<file path="src/rtl/wdt_pkg.sv">
package wdt_pkg;
  // Exponent of the interrupt time-out chosen by a select code.
  function automatic int unsigned wdt_exp(input logic [1:0] sel,
                                          input int unsigned base,
                                          input int unsigned step);
    return base + step * int'(sel);
  endfunction

  // Largest exponent reachable: sizes the interval counter.
  function automatic int unsigned wdt_max_exp(input int unsigned base,
                                              input int unsigned step);
    return base + 3 * step;
  endfunction
endpackage

</file>
<file path="src/rtl/wdt_cfg_reg.sv">
module wdt_cfg_reg (
  input  logic       clk,
  input  logic       rst_n,
  input  logic       en_in,
  input  logic [1:0] sel_in,
  output logic       en_q,
  output logic [1:0] sel_q
);
  always_ff @(posedge clk or negedge rst_n) begin
    if (!rst_n) begin
      en_q  <= 1'b0;
      sel_q <= 2'b00;
    end else begin
      en_q  <= en_in;
      sel_q <= sel_in;
    end
  end
endmodule

</file>
<file path="src/rtl/wdt_interval_cnt.sv">
module wdt_interval_cnt #(
  parameter int unsigned BASE_EXP = 17,
  parameter int unsigned STEP_EXP = 3,
  localparam int unsigned CNT_W = wdt_pkg::wdt_max_exp(BASE_EXP, STEP_EXP)
) (
  input  logic       clk,
  input  logic       rst_n,
  input  logic       clr,
  input  logic       hold,
  input  logic [1:0] sel_q,
  output logic       at_limit
);
  logic [CNT_W-1:0] cnt;
  logic [CNT_W:0]   lim_full;
  logic [CNT_W-1:0] lim_m1;

  always_comb begin
    lim_full = ({{CNT_W{1'b0}}, 1'b1} << wdt_pkg::wdt_exp(sel_q, BASE_EXP, STEP_EXP)) - 1'b1;
    lim_m1   = lim_full[CNT_W-1:0];
    at_limit = (cnt >= lim_m1);
  end

  always_ff @(posedge clk or negedge rst_n) begin
    if (!rst_n)                 cnt <= '0;
    else if (clr)               cnt <= '0;
    else if (!hold && !at_limit) cnt <= cnt + 1'b1;
  end
endmodule

</file>
<file path="src/rtl/wdt_grace_cnt.sv">
module wdt_grace_cnt #(
  parameter int unsigned GRACE_W = 9
) (
  input  logic clk,
  input  logic rst_n,
  input  logic clr,
  output logic last
);
  logic [GRACE_W-1:0] gcnt;

  assign last = &gcnt;

  always_ff @(posedge clk or negedge rst_n) begin
    if (!rst_n)    gcnt <= '0;
    else if (clr)  gcnt <= '0;
    else           gcnt <= gcnt + 1'b1;
  end
endmodule

</file>
<file path="src/rtl/wdt_two_stage.sv">
module wdt_two_stage #(
  parameter int unsigned BASE_EXP = 17,
  parameter int unsigned STEP_EXP = 3,
  parameter int unsigned GRACE_W  = 9
) (
  input  logic       clk,
  input  logic       rst_n,
  input  logic       wd_en,
  input  logic       wd_kick,
  input  logic [1:0] wd_sel,
  output logic       irq_flag,
  output logic       rst_req
);
  logic       en_q;
  logic [1:0] sel_q;
  logic       at_limit;
  logic       grace_last;
  logic       kick_hit;
  logic       expire;
  logic       grace_done;
  logic       int_clr;
  logic       grace_clr;

  wdt_cfg_reg u_cfg (
    .clk(clk), .rst_n(rst_n), .en_in(wd_en), .sel_in(wd_sel),
    .en_q(en_q), .sel_q(sel_q)
  );

  // Named events, also watched by the checker.
  assign kick_hit   = en_q & wd_kick;
  assign expire     = en_q & ~irq_flag & ~wd_kick & at_limit;
  assign grace_done = en_q & irq_flag & ~wd_kick & grace_last;
  assign int_clr    = ~en_q | wd_kick | grace_done;
  assign grace_clr  = ~en_q | wd_kick | ~irq_flag;

  wdt_interval_cnt #(.BASE_EXP(BASE_EXP), .STEP_EXP(STEP_EXP)) u_int (
    .clk(clk), .rst_n(rst_n), .clr(int_clr), .hold(irq_flag),
    .sel_q(sel_q), .at_limit(at_limit)
  );

  wdt_grace_cnt #(.GRACE_W(GRACE_W)) u_grace (
    .clk(clk), .rst_n(rst_n), .clr(grace_clr), .last(grace_last)
  );

  always_ff @(posedge clk or negedge rst_n) begin
    if (!rst_n) begin
      irq_flag <= 1'b0;
      rst_req  <= 1'b0;
    end else begin
      rst_req <= grace_done;
      if (int_clr)      irq_flag <= 1'b0;
      else if (expire)  irq_flag <= 1'b1;
    end
  end
endmodule

</file>
<file path="config.mk">
export PLATFORM = sky130hd
export DESIGN_NAME = wdt_two_stage
export DESIGN_NICKNAME = d
export VERILOG_FILES = /design/src/rtl/wdt_pkg.sv /design/src/rtl/wdt_cfg_reg.sv /design/src/rtl/wdt_interval_cnt.sv /design/src/rtl/wdt_grace_cnt.sv /design/src/rtl/wdt_two_stage.sv
export SDC_FILE = /design/constraint.sdc
export NUM_CORES = 1
export LEC_CHECK = 0
export ABC_CLOCK_PERIOD_IN_PS = 5050
export BUFFER_PORTS_ARGS = -buffer_cell sky130_fd_sc_hd__buf_2
export CAP_MARGIN = 30
export CORE_AREA = 2 2 65 67
export CTS_CLUSTER_DIAMETER = 40
export CTS_CLUSTER_SIZE = 8
export DETAILED_ROUTE_END_ITERATION = 10
export DIE_AREA = 0 0 67 69
export GPL_ROUTABILITY_DRIVEN = 0
export HOLD_SLACK_MARGIN = 0.15
export PLACE_DENSITY = 0.76
export SETUP_SLACK_MARGIN = 0.2
export SKIP_LAST_GASP = 1
export SYNTH_ARGS = -nofsm -noshare
export SYNTH_HDL_FRONTEND = slang
export SYNTH_SLANG_ARGS = --single-unit
</file>
<file path="constraint.sdc">
create_clock -name clk -period 5.05 [get_ports clk]
set_input_delay 0.505 -clock clk [delete_from_list [all_inputs] [get_ports clk]]
set_output_delay 0.505 -clock clk [all_outputs]
set_load 0.01 [all_outputs]
</file>
==> impl_metrics.tcl <==
set metrics [dict create \
    powerDensity_nw_per_um2 229 \
    ant_nets 0 \
    setup-tns-final_ns 0 \
    ir_drop_v 0.000191 \
    synth_top_area_cell "dfrtp_1" \
    cts_buffer_depth 2 \
    cts_setup_buffers 0 \
    initial_core_util_pct 58.8 \
    path_cells "inv_1 -> ha_1 -> nor3b_1 -> ha_1 -> and2_1 -> nand3b_1 -> nand3_1 -> or4_1 -> a21oi_1" \
    wl_per_cell_um 15.1 \
    postSynthNetCount 267 \
    required_ns 5.26 \
    vias 1883 \
    cellLeakagePower_uw 0.00105 \
    n_antenna_cell 0 \
    power_uw 571 \
    fin_crit_ns 2.79 \
    yosys.cell_types.count 40 \
    layout_setup_ws_ns 2.26 \
    ys.warnings.count 0 \
    num_rows 23 \
    grt_usage_pct 21.8 \
    status "complete, no violations" \
    fin_crit_sh_pct 55.2 \
    netlist.area_leader.share_pct 43.5 \
    cts_inserted_buffers 5 \
    ys.flop_type "dfrtp_1" \
    routed_via_density 6.26 \
    max_stage_delay_ns 0.55 \
    cts_resized 0 \
    cp_common_cell "ha_1" \
    cts.clk_slew.worst_paths_ns 0.08 \
    worst_skew_pair.late_latency_ns 0.29 \
    avgSynthCellArea_um2 9.46 \
    fin_worst_skew_ns 0.00860 \
    ios 8 \
    fmax_mhz 359 \
    tightest_slew_ns 0.896 \
    slew_viol_final 0 \
    final_core_util_pct 63.8 \
    die_area_um2 4620 \
    critPathKind "register to register" \
    drive_gt1_share_pct 9.56 \
    async_flop_share_pct 100 \
    core-area_um2 3910 \
    die_height_um 69 \
    drv_cap 0 \
    final_common_cell "dfrtp_1" \
    crit_path_top_delay_cell "or4_1" \
    area_growth_syn_to_layout_pct 8.65 \
    worst_setup_path_end_kind "register" \
    timing.critical_path.buf_inv 1 \
    post-place-cells 293 \
    dp_worst_setup_slack_ns 2.28 \
    seq_area_um2 1000 \
    htree_num_levels 2 \
    arrival_ns 2.99 \
    cpLargestDelayFamily "simple AND/OR/NAND/NOR gates" \
    clock-sinks 40 \
    startpoint_type "register" \
    setup_viol 0 \
    finalHoldViolations 0 \
    fill_cells 347 \
    synth_seq_cells 40 \
    multi_input_area_um2 1240 \
    ys_seq_area_share_pct 43.5 \
    ctsHoldBuffers 0 \
    final_cells 301 \
    relSlewSlack_pct 40.2 \
    io_buffer_count 7 \
    synthTopCellsByArea "dfrtp_1 44%, ha_1 9.8%, a21oi_1 6.3%" \
    hold_class "input pin to register" \
    layout_common_cells "40 x dfrtp_1, 29 x a21oi_1, 20 x nand2_1" \
    finalWirelength_mm 4.56 \
    drc 0 \
    cts_root_buf "clkbuf_8" \
    finalNetCount 274 \
    grt_antenna_before_repair 0 \
    cts_tree "yes" \
    grt_pass1_wl_mm 7.95 \
    first_global_vias 1742 \
    grt_max_degree 41 \
    synth-edff-count 0 \
    synth_area_um2 2300 \
    path_max_fanout 10 \
    drt-initial-drc-count 62 \
    synthCells 243 \
    grt_remaining_overflow 0 \
    die_w_um 67 \
    firstDrtPassIters 4 \
    hpwlAfterDp_mm 3.14 \
    rsz0062_at_grt "no" \
]
[flip-flops by register name, indices dropped and copies added, names as in the netlist]
register and flops:
u_int.cnt 26, u_grace.gcnt 9, u_cfg.sel_q 2, irq_flag 1, rst_req 1, u_cfg.en_q 1
[layout make-up]
class	instances	share of cell area, %
repair buffers	9	2.95
well taps	50	2.50
clock inverters	1	0.300
clock buffers	7	3.46
inverters	6	0.901
multi-input cells	188	49.8
flip-flops and latches	40	40.1
[stage by stage]
step | cell area, µm² | hold slack [ns]
finish | 2500 | 0.314
global route | 2500 | 0.304
CTS | 2500 | 0.307
detailed placement | 2400 | 0.453
global placement | 2370 | 0.443
floorplan | 2300 | 0.209
[routing by layer]
metal / share of wire [%] / global-route usage (%)
met4: 0.88 / 7.26
met3: 2.3 / 4.89
met2: 49 / 33.6
met5: 0 / 0
met1: 48 / 30.1
[report_power, final]
part	switching (µW)	internal (µW)
registers	1.64	322
logic	16.6	6.52
clock network	114	111
[cells in the mapped netlist (2+ instances only)]
| master | n |
|---|---|
| o2111ai_1 | 2 |
| o21ai_0 | 12 |
| and2_1 | 2 |
| o311ai_0 | 2 |
| ha_1 | 18 |
| nand2_1 | 20 |
| nor2_1 | 11 |
| dfrtp_1 | 40 |
| clkbuf_1 | 7 |
| a21oi_1 | 29 |
| o31ai_1 | 16 |
| or3_1 | 7 |
| nand3_1 | 11 |
| and3_1 | 7 |
| xnor2_1 | 2 |
| xor2_1 | 2 |
| nor3_1 | 5 |
| buf_2 | 2 |
| inv_1 | 6 |
| or4_1 | 15 |
| and4_1 | 2 |
| nand4_1 | 6 |
| or3_2 | 2 |
[cell families after synthesis]
group | share of synthesized area, %
xor gates and xnor gates | 1.52
buffers and inverters | 2.56
adders and majority gates | 9.79
AOI/OAI and AO/OA | 18.4
DFF | 43.5
and+or+nand+nor | 24.2
[path summary, 6_finish.rpt]
path	cells past startpoint	slack (ns)	start	to
worst max-delay path	9	2.26	u_cfg.sel_q[1]$_DFF_PN0_	u_int.cnt[20]$_DFFE_PN0P_
worst min-delay path	1	0.31	wd_en	u_cfg.en_q$_DFF_PN0_
worst max register to register	9	2.26	u_cfg.sel_q[1]$_DFF_PN0_	u_int.cnt[20]$_DFFE_PN0P_
worst min register to register	1	0.46	u_grace.gcnt[0]$_DFF_PN0_	u_grace.gcnt[0]$_DFF_PN0_
max in group asynchronous	1	4.16	rst_n	u_int.cnt[13]$_DFFE_PN0P_
min in group asynchronous	1	0.33	rst_n	u_int.cnt[19]$_DFFE_PN0P_
(Power assumes the default switching activity.)
